$ cat src/rtl/i2c_ctrl_pkg.sv
package i2c_ctrl_pkg;

    localparam int REG_W       = 10;
    localparam int B_NOSTRETCH = 0;
    localparam int B_GCALL     = 1;
    localparam int B_RSVD      = 2;
    localparam int B_SMB_MODE  = 3;
    localparam int B_SMB_HOST  = 4;
    localparam int B_PEC_EN    = 5;
    localparam int B_ARP_EN    = 6;
    localparam int B_ACK       = 7;
    localparam int B_START     = 8;
    localparam int B_STOP      = 9;

    typedef struct packed {
        logic stop;
        logic start;
        logic ack;
        logic arp_en;
        logic pec_en;
        logic smb_host;
        logic smb_mode;
        logic gcall_en;
        logic nostretch;
    } ctrl_t;

    typedef struct packed {
        logic start_done;
        logic stop_done;
        logic start_pulse;
        logic stop_pulse;
        logic release_pulse;
    } sched_t;

    function automatic logic [REG_W-1:0] pack_ctrl(input ctrl_t c);
        logic [REG_W-1:0] w;
        w              = '0;
        w[B_NOSTRETCH] = c.nostretch;
        w[B_GCALL]     = c.gcall_en;
        w[B_RSVD]      = 1'b0;
        w[B_SMB_MODE]  = c.smb_mode;
        w[B_SMB_HOST]  = c.smb_host;
        w[B_PEC_EN]    = c.pec_en;
        w[B_ARP_EN]    = c.arp_en;
        w[B_ACK]       = c.ack;
        w[B_START]     = c.start;
        w[B_STOP]      = c.stop;
        return w;
    endfunction

endpackage

$ cat src/rtl/i2c_ctrl_regs.sv
module i2c_ctrl_regs
    import i2c_ctrl_pkg::*;
(
    input  logic             clk,
    input  logic             rst_n,
    input  logic             wr_en,
    input  logic [REG_W-1:0] wr_data,
    input  logic             periph_en,
    input  logic             ev_start_sent,
    input  logic             ev_stop_det,
    input  logic             ev_timeout,
    output ctrl_t            ctrl
);

    ctrl_t reg_d, reg_q;
    logic  req_locked;

    always_comb begin
        reg_d      = reg_q;
        req_locked = reg_q.start | reg_q.stop;

        // software write: request bits only when nothing is outstanding
        if (wr_en) begin
            reg_d.nostretch = wr_data[B_NOSTRETCH];
            reg_d.gcall_en  = wr_data[B_GCALL];
            reg_d.smb_mode  = wr_data[B_SMB_MODE];
            reg_d.smb_host  = wr_data[B_SMB_HOST];
            reg_d.pec_en    = wr_data[B_PEC_EN];
            reg_d.arp_en    = wr_data[B_ARP_EN];
            reg_d.ack       = wr_data[B_ACK];
            if (!req_locked) begin
                reg_d.start = wr_data[B_START];
                reg_d.stop  = wr_data[B_STOP];
            end
        end

        // hardware events, applied last so they override software
        if (ev_timeout)    reg_d.stop  = 1'b1;
        if (ev_stop_det)   reg_d.stop  = 1'b0;
        if (ev_start_sent) reg_d.start = 1'b0;
        if (!periph_en) begin
            reg_d.start = 1'b0;
            reg_d.ack   = 1'b0;
        end
    end

    always_ff @(posedge clk or negedge rst_n) begin
        if (!rst_n) reg_q <= '0;
        else        reg_q <= reg_d;
    end

    assign ctrl = reg_q;

endmodule

$ cat src/rtl/i2c_ctrl_sched.sv
module i2c_ctrl_sched
    import i2c_ctrl_pkg::*;
(
    input  logic clk,
    input  logic rst_n,
    input  logic periph_en,
    input  logic master_mode,
    input  logic bus_free,
    input  logic ev_start_sent,
    input  logic ev_byte_done,
    input  logic start_req,
    input  logic stop_req,
    output logic start_pulse,
    output logic stop_pulse,
    output logic release_pulse
);

    sched_t sch_d, sch_q;
    logic   start_fire;
    logic   stop_trig;
    logic   stop_fire;

    always_comb begin
        // master start = repeated start now; slave start waits for a free bus
        start_fire = start_req & ~sch_q.start_done & periph_en
                   & (master_mode | bus_free);
        stop_trig  = master_mode ? (ev_byte_done | ev_start_sent) : ev_byte_done;
        stop_fire  = stop_req & ~sch_q.stop_done & periph_en & stop_trig;

        sch_d               = sch_q;
        sch_d.start_done    = start_req & (sch_q.start_done | start_fire);
        sch_d.stop_done     = stop_req  & (sch_q.stop_done  | stop_fire);
        sch_d.start_pulse   = start_fire;
        sch_d.stop_pulse    = stop_fire &  master_mode;
        sch_d.release_pulse = stop_fire & ~master_mode;
    end

    always_ff @(posedge clk or negedge rst_n) begin
        if (!rst_n) sch_q <= '0;
        else        sch_q <= sch_d;
    end

    assign start_pulse   = sch_q.start_pulse;
    assign stop_pulse    = sch_q.stop_pulse;
    assign release_pulse = sch_q.release_pulse;

endmodule

$ cat src/rtl/i2c_ctrl_seq.sv
module i2c_ctrl_seq
    import i2c_ctrl_pkg::*;
(
    input  logic             clk,
    input  logic             rst_n,
    input  logic             wr_en,
    input  logic [REG_W-1:0] wr_data,
    output logic [REG_W-1:0] rd_data,
    input  logic             periph_en,
    input  logic             master_mode,
    input  logic             bus_free,
    input  logic             ev_start_sent,
    input  logic             ev_stop_det,
    input  logic             ev_timeout,
    input  logic             ev_byte_done,
    output logic             start_pulse,
    output logic             stop_pulse,
    output logic             release_pulse,
    output logic             cfg_ack_en,
    output logic             cfg_nostretch,
    output logic             cfg_gcall_en,
    output logic             cfg_pec_en,
    output logic             cfg_arp_en,
    output logic             cfg_smb_host,
    output logic             cfg_smb_mode
);

    ctrl_t ctrl;

    i2c_ctrl_regs u_regs (
        .clk           (clk),
        .rst_n         (rst_n),
        .wr_en         (wr_en),
        .wr_data       (wr_data),
        .periph_en     (periph_en),
        .ev_start_sent (ev_start_sent),
        .ev_stop_det   (ev_stop_det),
        .ev_timeout    (ev_timeout),
        .ctrl          (ctrl)
    );

    i2c_ctrl_sched u_sched (
        .clk           (clk),
        .rst_n         (rst_n),
        .periph_en     (periph_en),
        .master_mode   (master_mode),
        .bus_free      (bus_free),
        .ev_start_sent (ev_start_sent),
        .ev_byte_done  (ev_byte_done),
        .start_req     (ctrl.start),
        .stop_req      (ctrl.stop),
        .start_pulse   (start_pulse),
        .stop_pulse    (stop_pulse),
        .release_pulse (release_pulse)
    );

    assign rd_data       = pack_ctrl(ctrl);
    assign cfg_ack_en    = ctrl.ack;
    assign cfg_nostretch = ctrl.nostretch;
    assign cfg_gcall_en  = ctrl.gcall_en;
    assign cfg_pec_en    = ctrl.pec_en;
    assign cfg_arp_en    = ctrl.arp_en;
    assign cfg_smb_host  = ctrl.smb_host;
    assign cfg_smb_mode  = ctrl.smb_mode;

endmodule

$ cat config.mk
export PLATFORM = sky130hd
export DESIGN_NAME = i2c_ctrl_seq
export DESIGN_NICKNAME = d
export VERILOG_FILES = /design/src/rtl/i2c_ctrl_pkg.sv /design/src/rtl/i2c_ctrl_regs.sv /design/src/rtl/i2c_ctrl_sched.sv /design/src/rtl/i2c_ctrl_seq.sv
export SDC_FILE = /design/constraint.sdc
export NUM_CORES = 1
export LEC_CHECK = 0
export BUFFER_PORTS_ARGS = -buffer_cell sky130_fd_sc_hd__buf_4
export CAP_MARGIN = 40
export CORE_MARGIN = 2
export CORE_UTILIZATION = 40
export DETAILED_ROUTE_END_ITERATION = 10
export GPL_TIMING_DRIVEN = 0
export PLACE_DENSITY = 0.8
export SETUP_SLACK_MARGIN = 0.4
export SLEW_MARGIN = 15
export SYNTH_ARGS = -nofsm -noshare
export SYNTH_HDL_FRONTEND = slang
export SYNTH_HIERARCHICAL = 1
export SYNTH_SLANG_ARGS = --single-unit
$ cat constraint.sdc
create_clock -name clk -period 1.1 [get_ports clk]
set_input_delay 0.165 -clock clk [delete_from_list [all_inputs] [get_ports clk]]
set_output_delay 0.165 -clock clk [all_outputs]
set_load 0.03 [all_outputs]
Word-level counts from Yosys, hierarchy flattened
Index checks and enable logic that the tools add are counted.

Flip-flop bits (word level): 14. Bits of input ports: 20. Output and inout port bits: 20. Word-level logic and storage cells: 46.

Eq/ne operators: 4. Multiplexer cells: 7. Bitwise logic cells: 18. Reductions and logical operators: 3.

Operators with widths (number): AND 1 bit (10); 2-to-1 mux 9 bit (1); != test 3 bit, second input constant (2); OR 1 bit (5); 2-to-1 mux 1 bit (4); 2-to-1 mux 2 bit (2); AND reduction 2 bit (2); != test 3 x 2 -> 1 bit, second input constant (1); NOT 1 bit (3); nonzero test 3 bit (1); != test 2 bit, second input constant (1).

Depth between registers and ports, before layout
Gate-level depths: netlist of run 1.

Word-level depth: 6. Gate-level depth with buffers: 3.

Hierarchy
Netlist of run 1, hierarchy kept.

By module, submodules not included: i2c_ctrl_regs (times used 1, cells each 25, area each 381.6 µm², seq. area each 225.2 µm²); i2c_ctrl_sched (times used 1, cells each 16, area each 202.7 µm², seq. area each 125.1 µm²); i2c_ctrl_seq (times used 1, cells each 9, area each 63.8 µm², seq. area each 0.0 µm²).

Worst setup path before layout of run 1
No wires, ideal clock.

Kind: register -> register. Start: register u_regs.reg_q[8] (netlist: u_regs/ctrl[8]). End: register u_sched.sch_q (netlist bit u_sched/release_pulse). Setup time: 0.080 ns. Arrival: 0.843 ns. Required time: 1.020 ns. Slack: 0.177 ns. Cell stages (with the launch flop): 3. Buffers on the path: 0. Period minus slack after synthesis: 0.923 ns. Path through: dfrtp_1 nand3b_1 nor3b_2.

RTL lines: start: declaration (RTL line i2c_ctrl_regs.sv:15) `ctrl_t reg_d, reg_q;`; start signal: assignment (RTL line i2c_ctrl_regs.sv:49) `else reg_q <= reg_d;`; end signal: assignment (RTL line i2c_ctrl_sched.sv:40) `else sch_q <= sch_d;`; end: declaration (RTL line i2c_ctrl_sched.sv:18) `sched_t sch_d, sch_q;`.

Final worst setup path of run 1
Start: register u_regs.reg_q[5] (netlist: u_regs/ctrl[5]). End: output rd_data[6].

RTL lines: end: declaration (RTL line i2c_ctrl_seq.sv:8) `output logic [REG_W-1:0] rd_data,`.

No word-level cell between the ends.

==> results.rst, run 1 <==
.. list-table::
   :header-rows: 1

   * - Metric
     - Value
   * - Result of the run
     - complete, but fails checks
   * - Failing checks
     - negative setup slack
   * - Top cell type by total area after synthesis
     - dfrtp_1
   * - First-pass GRT wire length
     - around 2600 um
   * - Count of flip-flops with a built-in enable after synthesis
     - 0
   * - Initial antenna violation count
     - 0
   * - Count of buffers inserted at the top-level ports
     - 36
   * - Wire length per cell
     - 15.2 um
   * - YS warnings
     - 6
   * - Final critical-path share of the clock period
     - 104%
   * - GR Overflow Total
     - 0
   * - Area growth from synthesis to final layout
     - 77.0%
   * - CTS Buffer Depth
     - 2
   * - Static Leakage
     - between 0.5 and 0.6 nW
   * - Sequential area share after synthesis
     - 54.1%
   * - Sinks on Clock Net
     - 14
   * - Final setup skew
     - between 1.5 and 2 ps
   * - Clock tree from TritonCTS
     - done
   * - Number of maximum-capacitance violations
     - 0
   * - Number of buffers inserted by hold repair at cts
     - 1
   * - Post-layout util
     - 76.2%
   * - Most frequently used cell type in the post-synthesis netlist
     - dfrtp_1
   * - Num CTS Buffers
     - 3
   * - Period minus WS final
     - 1140 ps
   * - Full die area
     - 1960 sq um
   * - Min setup slack post-route
     - -39.4 ps
   * - Proportion of register bits with asynchronous set or reset after synthesis
     - 100%
   * - Endpoint class of the critical path
     - primary output
   * - Post-synth cell types
     - 17
   * - Critical Path Source Type
     - flop
   * - Place WS
     - 239 ps
   * - Count of unresolved DRC violations after routing
     - 0
   * - Startpoint of the lowest-slack register-to-register path
     - u_regs/ctrl[8]
   * - Unrepaired setup endpoints after global routing
     - yes
   * - Endpoint arrival time on the critical path
     - about 970 ps
   * - Level count of the clock H-tree
     - 1
   * - Maximum resistive drop on vdd
     - approximately 0.85 mV
   * - Inserted Diodes
     - 0
   * - Number of storage elements in the synthesis netlist
     - 14
   * - Number of vias per cell after detailed routing
     - between 4 and 5
   * - Final std cells w/o fill
     - 110
   * - Synthesized cell area
     - 648 sq um
   * - Final Max Slew Viols
     - 0
   * - Pwr/cell area
     - 1250 nW/um^2
   * - Router iterations before antenna repair
     - 3
   * - Crit Path Class
     - flop to primary output
   * - Tot GR Track Use
     - 19.5%
   * - Maximum number of pins on one net before global-route repair
     - 15
   * - Clock root buffer master
     - clkbuf_4
   * - Top-level I/O count
     - 40
   * - Effective utilization at floorplan
     - 43.0%
   * - Worst hold path startpoint
     - ev_stop_det
   * - Placed cell count
     - around 100
   * - Post-layout net count
     - between 100 and 150
   * - CORE AREA
     - 1510 sq um
   * - Number of rows in the core area
     - 14
   * - HPWL after detailed placement
     - around 1100 um
   * - Cells after Synth
     - 50
   * - Hold Crit Class
     - primary input to flop
   * - Primary FF master, synth
     - dfrtp_1
   * - Final Wtd Congestion
     - ~0.70
   * - Post-synthesis area per instance
     - 13.0 sq um
   * - Wirelength, routed
     - 1670 um
   * - Share of cells above drive strength 1
     - approximately 80%
   * - Fmax
     - about 880 MHz
   * - Critical path data required time
     - 940 ps
   * - List of most frequent post-synthesis cells
     - dfrtp_1 (14), buf_4 (8), mux2_4 (6), nand3b_1 (3), nor2_1 (3)
   * - Yosys top cell area share
     - a little over half
   * - Chip Width
     - ~44 um
   * - Main area contributors after synthesis
     - dfrtp_1 (54%), mux2_4 (14%), buf_4 (9.3%)
   * - Detailed router's first-iteration violation count
     - 3
   * - Start point of the critical path
     - u_regs/ctrl[5]
   * - Synth Net Count
     - 70
   * - Clock Pin Slew Worst Setup and Hold Paths
     - 80 ps
   * - Clock network latency to the later pin of the worst-skew pair
     - 280 ps
   * - Total via count in the routed design
     - 524
   * - Post-route ant nets
     - 0
   * - Final setup vio count
     - 7
   * - Number of hold violations in the final report
     - 0
   * - Maximum fanout along the worst path
     - 3
   * - Via count of the first global-routing pass
     - 512
   * - Die Span Y
     - 44.3 um
==> repair_timing <==
action / CTS / global route
resized for setup: 29 / 5
buffers inserted: 2 / 1
endpoints found under the hold margin: 14 / 1
setup endpoints to repair: 32 / 33
pin swaps: 1 / 2
==> report_power, final <==
part	internal, mW	total, mW	switching, mW
Clock	0.202	0.373	0.171
Sequential	0.553	0.593	0.0395
Combinational	0.254	0.468	0.214
Total	1.01	1.43	0.424
==> path summary, 6_finish.rpt <==
check / to / cells past startpoint / slack [ps]
max: rd_data[6] / 2 / -40
min: u_regs/ctrl[8] / 2 / 20
max reg2reg: u_regs/ctrl[7] / 3 / 160
min reg2reg: u_sched/start_pulse / 1 / 450
max in group asynchronous: u_regs/ctrl[6] / 2 / 630
min in group asynchronous: u_regs/ctrl[1] / 2 / 290
==> per-layer routing <==
layer  GRT usage (%)  vias up  routed length (um)
met3            6.12        4                 155
met4            12.7        0                  55
met1            23.8      243                 671
met2            29.4       32                 789
li1                -      245                   -
met5               0        -                   0
==> sequential cells by signal, summed over array words and instances (netlist names) <==
register               count
u_sched/stop_pulse         1
u_sched/sch_q              2
u_sched/release_pulse      1
u_sched/start_pulse        1
u_regs/ctrl                9
==> cells in the final DEF, fill, tap and decap left out, types with 2 or more instances in the layout <==
master / instances
dfrtp_2: 9
buf_6: 30
mux2_4: 6
buf_4: 18
inv_1: 2
nor2_1: 3
nand3b_1: 3
a21oi_2: 2
dfrtp_1: 5
o21ai_2: 2
nor3b_2: 2
clkbuf_4: 3
==> area by class of cell <==
cell class,count,area (sq um)
Tap cell,16,20.0
Buffer,9,97.6
Timing Repair Buffer,40,385
Inverter,2,7.51
Multi-Input combinational cell,25,239
Clock buffer,4,36.3
Sequential cell,14,362
Fill cell,85,359
==> through the flow <==
step                      setup TNS, ps  hold WS, ps  area (sq um)  total power, mW
final                              -229         18.5          1150             1.43
after global routing               -500        -4.62          1150             1.51
after CTS                          -228         17.1          1120             1.42
after detailed placement              0         24.8           953            0.981
after global placement                0         20.5           953            0.968
after floorplan                       0         -131           663            0.815
==> logic make-up (layout without fill, tap and decap cells) <==
family	Yosys count	count (layout)	share of synthesized area (%)
AO/OA/AOI/OAI	7	7	6.76
AND/OR/NAND/NOR	10	10	11.0
other	1	1	0.579
flip-flops	14	14	54.1
buffers and inverters	11	55	12.2
multiplexers	7	7	15.4
==> worst max-delay path: stages, from the launching register on <==
cell	delay, ps
dfrtp_2	440
buf_6	120
buf_6	120
Note: power is estimated with default switching activity, not from simulation.
==> run 2: changes to the inputs <==
--- a/config.mk
+++ b/config.mk
@@ -9,9 +9,10 @@
 export CAP_MARGIN = 40
 export CORE_MARGIN = 2
 export CORE_UTILIZATION = 40
+export CTS_CLUSTER_SIZE = 30
 export DETAILED_ROUTE_END_ITERATION = 10
 export GPL_TIMING_DRIVEN = 0
-export PLACE_DENSITY = 0.8
+export PLACE_DENSITY_LB_ADDON = 0.1
 export SETUP_SLACK_MARGIN = 0.4
 export SLEW_MARGIN = 15
 export SYNTH_ARGS = -nofsm -noshare
==> run 2 against run 1 <==
  * The run still ends with negative setup slack left
  * Non-clock buffer count stayed put
  * Routed wire length shrank 19%
  * Clock-buffer cell count stayed put
  * Critical path depth unchanged
  * Critical path type unchanged
  * Largest power group unchanged
  * Highest routed layer is now met3
==> results.rst, run 2 (synthesis results as in run 1) <==
.. list-table::
   :header-rows: 1

   * - Metric
     - Value
   * - Result of the run
     - complete, but fails checks
   * - Failing checks
     - negative setup slack
   * - CTS Buffer Depth
     - 2 (unchanged)
   * - Number of cell instances on the worst register-to-register path
     - 2 (-1)
   * - Level count of the clock H-tree
     - 1 (unchanged)
   * - Tot GR Track Use
     - 15.5% (-4.0 points)
   * - Post-route ant nets
     - 0 (unchanged)
   * - Share of cells above drive strength 1
     - 79.8% (unchanged)
   * - Clock root buffer master
     - clkbuf_4
   * - Destination of the worst hold path
     - u_regs/ctrl[8]
   * - Crit Path Class
     - flop to primary output
   * - Area growth from synthesis to final layout
     - 74.5%
   * - Unrepaired setup endpoints after global routing
     - yes
   * - Maximum resistive drop on vdd
     - 0.790 mV (-6.5%)
   * - Critical path data required time
     - 940 ps (about the same)
   * - Count of fill cells added during filler insertion
     - 101 (+19%)
   * - Final setup skew
     - 5.63 ps (+3.96 ps)
   * - Critical Path Source Type
     - flop
   * - Router iterations before antenna repair
     - 4 (+1)
   * - Number of flip-flops in the largest register
     - 9 (unchanged)
   * - Slack of the worst reg-to-reg path
     - 160 ps (about the same)
   * - Final std cells w/o fill
     - 110 (unchanged)
   * - Period minus WS final
     - 1120 ps (-17.7 ps)
   * - CORE AREA
     - 1510 sq um (unchanged)
   * - Detailed router's first-iteration violation count
     - 3 (unchanged)
   * - Final critical-path share of the clock period
     - 102% (-1.6 points)
   * - Worst hold path startpoint
     - ev_stop_det
   * - Top-level I/O count
     - 40 (unchanged)
   * - Placed inst area
     - 953 sq um (unchanged)
   * - Num CTS Buffers
     - 3 (unchanged)
   * - Total via count in the routed design
     - 504 (-3.8%)
   * - Endpoint arrival time on the critical path
     - 960 ps (about the same)
   * - Clock network latency to the later pin of the worst-skew pair
     - 270 ps (about the same)
   * - Full die area
     - 1960 sq um (unchanged)
   * - Initial antenna violation count
     - 0 (unchanged)
   * - Min setup slack post-route
     - -21.7 ps (+17.7 ps)
   * - Number of vias per cell after detailed routing
     - 4.58 (-3.8%)
   * - Number of rows in the core area
     - 14 (unchanged)
   * - Maximum fanout along the worst path
     - 3 (unchanged)
   * - Post-layout util
     - 75.1% (-1.1 points)
   * - Hold Crit Class
     - primary input to flop
   * - Fmax
     - 892 MHz (+1.6%)
   * - GR Overflow Total
     - 0 (unchanged)
   * - Endpoint class of the critical path
     - primary output
   * - Top library cells by usage in the layout, fill and taps aside
     - buf_6 (26), buf_4 (22), dfrtp_2 (9)
   * - Chip Width
     - 44.3 um (unchanged)
   * - Most common cell after layout, fill and taps aside
     - buf_6
   * - Number of cells traversed by the worst hold path
     - 2 (unchanged)
   * - First-pass GRT wire length
     - 2220 um (-15%)
   * - Wire length per cell
     - 12.3 um (-19%)
   * - Pwr/cell area
     - 1240 nW/um^2 (-0.70%)
   * - Reg2Reg Capture Point
     - u_regs/ctrl[2]
   * - Via count of the first global-routing pass
     - 508 (-0.78%)
   * - Number of hold violations in the final report
     - 0 (unchanged)
   * - Count of unresolved DRC violations after routing
     - 0 (unchanged)
   * - Static Leakage
     - 0.549 nW (-0.80%)
   * - Wirelength, routed
     - 1360 um (-19%)
   * - Clock Pin Slew Worst Setup and Hold Paths
     - 80 ps (about the same)
   * - Clock tree from TritonCTS
     - done
   * - Placed cell count
     - 102 (unchanged)
   * - Count of buffers inserted at the top-level ports
     - 36 (unchanged)
   * - HPWL after detailed placement
     - 956 um (-17%)
   * - Area of all placed cells without fillers
     - 1130 sq um (-1.4%)
   * - Maximum number of pins on one net before global-route repair
     - 15 (unchanged)
   * - Effective utilization at floorplan
     - 43.0% (unchanged)
   * - Inserted Diodes
     - 0 (unchanged)
   * - Final setup vio count
     - 5 (-2)
   * - Post-layout net count
     - 115 (unchanged)
   * - Startpoint of the lowest-slack register-to-register path
     - u_regs/ctrl[2]
   * - Die Span Y
     - 44.3 um (unchanged)
   * - Setup tns final
     - -42.3 ps (+186 ps)
   * - Final Wtd Congestion
     - 0.636 (-9.3%)
   * - Final Max Slew Viols
     - 0 (unchanged)
   * - Sinks on Clock Net
     - 14 (unchanged)
   * - Number of maximum-capacitance violations
     - 0 (unchanged)
[run 2: cell types whose count changed in the layout (fill, tap and decap cells not counted)]
cell	delta
a21oi_2	-1
buf_6	-4
buf_4	+4
nor2_2	+1
a21oi_1	+1
nor2_1	-1
[run 2: worst max path at each step]
| stage | startpoint | end | slack [ps] | cells past startpoint |
|---|---|---|---|---|
| after CTS | u_regs/ctrl[3] | rd_data[4] | -10 | 2 |
| after floorplan | u_regs/ctrl[0] | u_regs/ctrl[0] | 240 | 1 |
| final | u_regs/ctrl[0] | rd_data[0] | -20 | 2 |
| after detailed placement | u_regs/ctrl[2] | rd_data[3] | 260 | 2 |
| after global placement | u_regs/ctrl[0] | rd_data[0] | 260 | 2 |
| after global routing | u_regs/ctrl[0] | rd_data[0] | -50 | 2 |
[run 2: metrics by stage]
stage               total power [mW]  hold WS (ps)  setup slack, ps
floorplan                      0.815          -131              239
global placement               0.969          22.7              264
detailed placement             0.976          21.3              256
CTS                             1.40          17.2            -10.5
global route                    1.47          9.25            -50.2
finish                          1.40          24.3            -21.7
[run 2: repair_timing]
action | in CTS | in global routing
endpoints found under the hold margin | 14 | 0
setup endpoints to repair | 31 | 33
hold buffers | 1 | 0
gates resized for setup | 19 | 11
pin swaps | 1 | 0
setup buffers | 3 | 0
[run 2: per-layer routing]
layer	GRT usage, %	vias up	routed length [um]	share of wire [%]
li1	-	244	-	-
met1	23.9	231	593	44
met2	21.2	29	624	46
met3	3.27	0	138	10
met4	5.45	0	0	0
met5	0	-	0	0
[run 2: cell type report]
class / count / area, sq um / share of cell area (%)
multi-input combinational: 25 / 238 / 21.0
timing repair buffer: 40 / 370 / 32.7
tap: 16 / 20.0 / 1.77
inverter: 2 / 7.51 / 0.664
sequential: 14 / 362 / 32.0
buffer: 9 / 97.6 / 8.63
clock buffer: 4 / 36.3 / 3.21
[run 2: where the power goes]
group / internal, mW / total [mW] / switching [mW]
Sequential: 0.553 / 0.590 / 0.0366
Combinational: 0.252 / 0.461 / 0.209
Clock: 0.201 / 0.352 / 0.151
[run 2: critical path: stages, from the launching register on]
cell	delay (ps)
dfrtp_2	450
buf_6	120
buf_6	120
==> run 3: changes to the inputs <==
--- a/config.mk
+++ b/config.mk
@@ -9,9 +9,7 @@
 export CAP_MARGIN = 40
 export CORE_MARGIN = 2
 export CORE_UTILIZATION = 40
-export CTS_CLUSTER_SIZE = 30
 export DETAILED_ROUTE_END_ITERATION = 10
-export GPL_TIMING_DRIVEN = 0
 export PLACE_DENSITY_LB_ADDON = 0.1
 export SETUP_SLACK_MARGIN = 0.4
 export SLEW_MARGIN = 15
==> run 3 against run 2 <==
  * The flow now finishes without violations
  * Die area unchanged
  * Utilization shrank 5.6 points
  * Routed wire length grew 0.88%
  * Final cell count is 6.4% lower
  * Sequential cell count stayed put
  * Global-route usage up 1.5 points
  * Via count decreased by 5.0%
  * First-iteration DRC count is 130% higher
  * Combinational power shrank 11%
  * Largest power group unchanged
==> results.rst, run 3 (synthesis results as in run 1) <==
.. list-table::
   :header-rows: 1

   * - Metric
     - Value
   * - Placed cell count
     - 94 (-7.8%)
   * - Top library cells by usage in the layout, fill and taps aside
     - buf_4 (21), buf_6 (20), dfrtp_2 (9)
   * - Post-route ant nets
     - 0 (unchanged)
   * - Area growth from synthesis to final layout
     - 61.4%
   * - Clock root buffer master
     - clkbuf_4
   * - Critical Path Source Type
     - flop
   * - Hold Crit Class
     - primary input to flop
   * - Overall power consumption
     - 1.30 mW (-7.6%)
   * - Wirelength, routed
     - 1370 um (+0.88%)
   * - Number of maximum-capacitance violations
     - 0 (unchanged)
   * - Top-level I/O count
     - 40 (unchanged)
   * - Initial antenna violation count
     - 0 (unchanged)
   * - Crit Path Class
     - flop to primary output
   * - Maximum fanout along the worst path
     - 3 (unchanged)
   * - Count of fill cells added during filler insertion
     - 106 (+5.0%)
   * - Total internal power
     - 903 uW (-10%)
   * - Via count of the first global-routing pass
     - 507 (-0.20%)
   * - Pwr/cell area
     - 1240 nW/um^2 (about the same)
   * - Number of vias per cell after detailed routing
     - 4.65 (+1.5%)
   * - Period minus WS final
     - 1020 ps (-101 ps)
   * - Chip Width
     - 44.3 um (unchanged)
   * - Maximum resistive drop on vdd
     - 0.664 mV (-16%)
   * - Endpoint arrival time on the critical path
     - 860 ps (-100 ps)
   * - Critical path data required time
     - 940 ps (about the same)
   * - Unrepaired setup endpoints after global routing
     - yes
   * - CORE AREA
     - 1510 sq um (unchanged)
   * - Final Wtd Congestion
     - 0.663 (+4.1%)
   * - Worst path buffer plus inverter count
     - 1 (-1)
   * - Number of flip-flops in the largest register
     - 9 (unchanged)
   * - Final Max Slew Viols
     - 0 (unchanged)
   * - Post-layout util
     - 69.4% (-5.6 points)
   * - Endpoint class of the critical path
     - primary output
   * - Post-layout net count
     - 108 (-6.1%)
   * - Fmax
     - 980 MHz (+9.9%)
   * - Total via count in the routed design
     - 479 (-5.0%)
   * - Num CTS Buffers
     - 3 (unchanged)
   * - Number of hold violations in the final report
     - 0 (unchanged)
   * - Die Span Y
     - 44.3 um (unchanged)
   * - Net switching power
     - 394 uW (-0.86%)
   * - Count of buffers inserted at the top-level ports
     - 37 (+2.8%)
   * - Delay-heaviest family, CP
     - flip-flops
   * - GR Overflow Total
     - 0 (unchanged)
   * - Maximum number of pins on one net before global-route repair
     - 15 (unchanged)
   * - Number of rows in the core area
     - 14 (unchanged)
   * - CTS Buffer Depth
     - 2 (unchanged)
   * - Final std cells w/o fill
     - 103 (-6.4%)
   * - Wire length per cell
     - 13.3 um (+7.7%)
   * - Combinational share of power
     - 31.4% (-1.5 points)
   * - Detailed router's first-iteration violation count
     - 7 (+4)
   * - Sequential share of power
     - 45.4% (+3.4 points)
   * - Sinks on Clock Net
     - 14 (unchanged)
   * - Clock Pin Slew Worst Setup and Hold Paths
     - 90 ps (about the same)
   * - Switching part of the total power
     - 30.4% (+2.1 points)
   * - Slowest-stage cell, CP
     - dfrtp_2
   * - Static Leakage
     - 0.500 nW (-8.9%)
   * - Chain of cells forming the critical path
     - buf_6
   * - Final setup skew
     - 8.79 ps (+3.16 ps)
   * - Final setup vio count
     - 0 (-5)
   * - Full die area
     - 1960 sq um (unchanged)
   * - Inserted Diodes
     - 0 (unchanged)
   * - First-pass GRT wire length
     - 2350 um (+5.6%)
   * - Clock power share
     - 23.2% (-1.9 points)
   * - Setup tns final
     - 0 ps (+42.3 ps)
   * - Clock network latency to the later pin of the worst-skew pair
     - 280 ps (about the same)
   * - Level count of the clock H-tree
     - 1 (unchanged)
   * - Router iterations before antenna repair
     - 4 (unchanged)
   * - Share of cells above drive strength 1
     - 74.7% (-5.1 points)
   * - Tot GR Track Use
     - 17.0% (+1.5 points)
   * - Final critical-path share of the clock period
     - 92.8% (-9.2 points)
   * - Most common cell after layout, fill and taps aside
     - buf_4
   * - Count of unresolved DRC violations after routing
     - 0 (unchanged)
   * - Clock tree from TritonCTS
     - done
   * - Critical path's largest stage delay
     - 440 ps (about the same)
   * - Result of the run
     - completed
   * - Effective utilization at floorplan
     - 43.0% (unchanged)
-- run 3: changes by cell type in the layout (fill, tap and decap cells not counted), sizes merged --
cell  delta
buf      -7
-- run 3: layer usage --
metal / vias to the layer above / global-route usage (%) / wire, um
met5: - / 0 / 0
met4: 0 / 9.09 / 0
met3: 0 / 4.08 / 135
met2: 29 / 25.6 / 676
met1: 219 / 22.6 / 556
li1: 231 / - / -
-- run 3: worst paths after layout --
check                      depth (start not counted)  slack (ps)        startpoint                  end
max                                                1          80    u_regs/ctrl[5]           cfg_arp_en
min                                                2          20       ev_stop_det       u_regs/ctrl[8]
max reg2reg                                        2         170    u_regs/ctrl[5]       u_regs/ctrl[5]
min reg2reg                                        1         490  u_sched/sch_q[4]  u_sched/start_pulse
max in group asynchronous                          2         630             rst_n       u_regs/ctrl[6]
min in group asynchronous                          2         280             rst_n  u_sched/start_pulse
-- run 3: power groups by stage --
stage	combinational [mW]	sequential, mW	clock, mW
4_1_cts	0.403	0.589	0.321
3_3_place_gp	0.343	0.588	0
3_5_place_dp	0.347	0.592	0
2_1_floorplan	0.165	0.650	0
6_report	0.408	0.589	0.301
5_1_grt	0.431	0.593	0.346
-- run 3: per-stage QoR --
stage,setup slack [ps],instance area [sq um],hold WS (ps)
after global placement,270,886,22.3
after CTS,63.3,1020,4.42
after global routing,39.2,1050,-2.81
after floorplan,239,663,-131
final,79.7,1050,16.9
after detailed placement,281,886,23.7
-- run 3: area by class of cell --
class	count	area, sq um	share of cell area (%)
Multi-Input combinational cell	25	238	22.7
Timing Repair Buffer	42	393	37.6
Sequential cell	14	362	34.6
Inverter	2	7.51	0.718
Clock buffer	4	26.3	2.51
Tap cell	16	20.0	1.91
-- run 3: what timing repair did --
item	in CTS	in global routing
pin swaps	1	1
endpoints found under the setup margin	32	33
buffers inserted	4	0
resized for setup	19	6
hold endpoints to repair	14	0
hold buffers	1	0
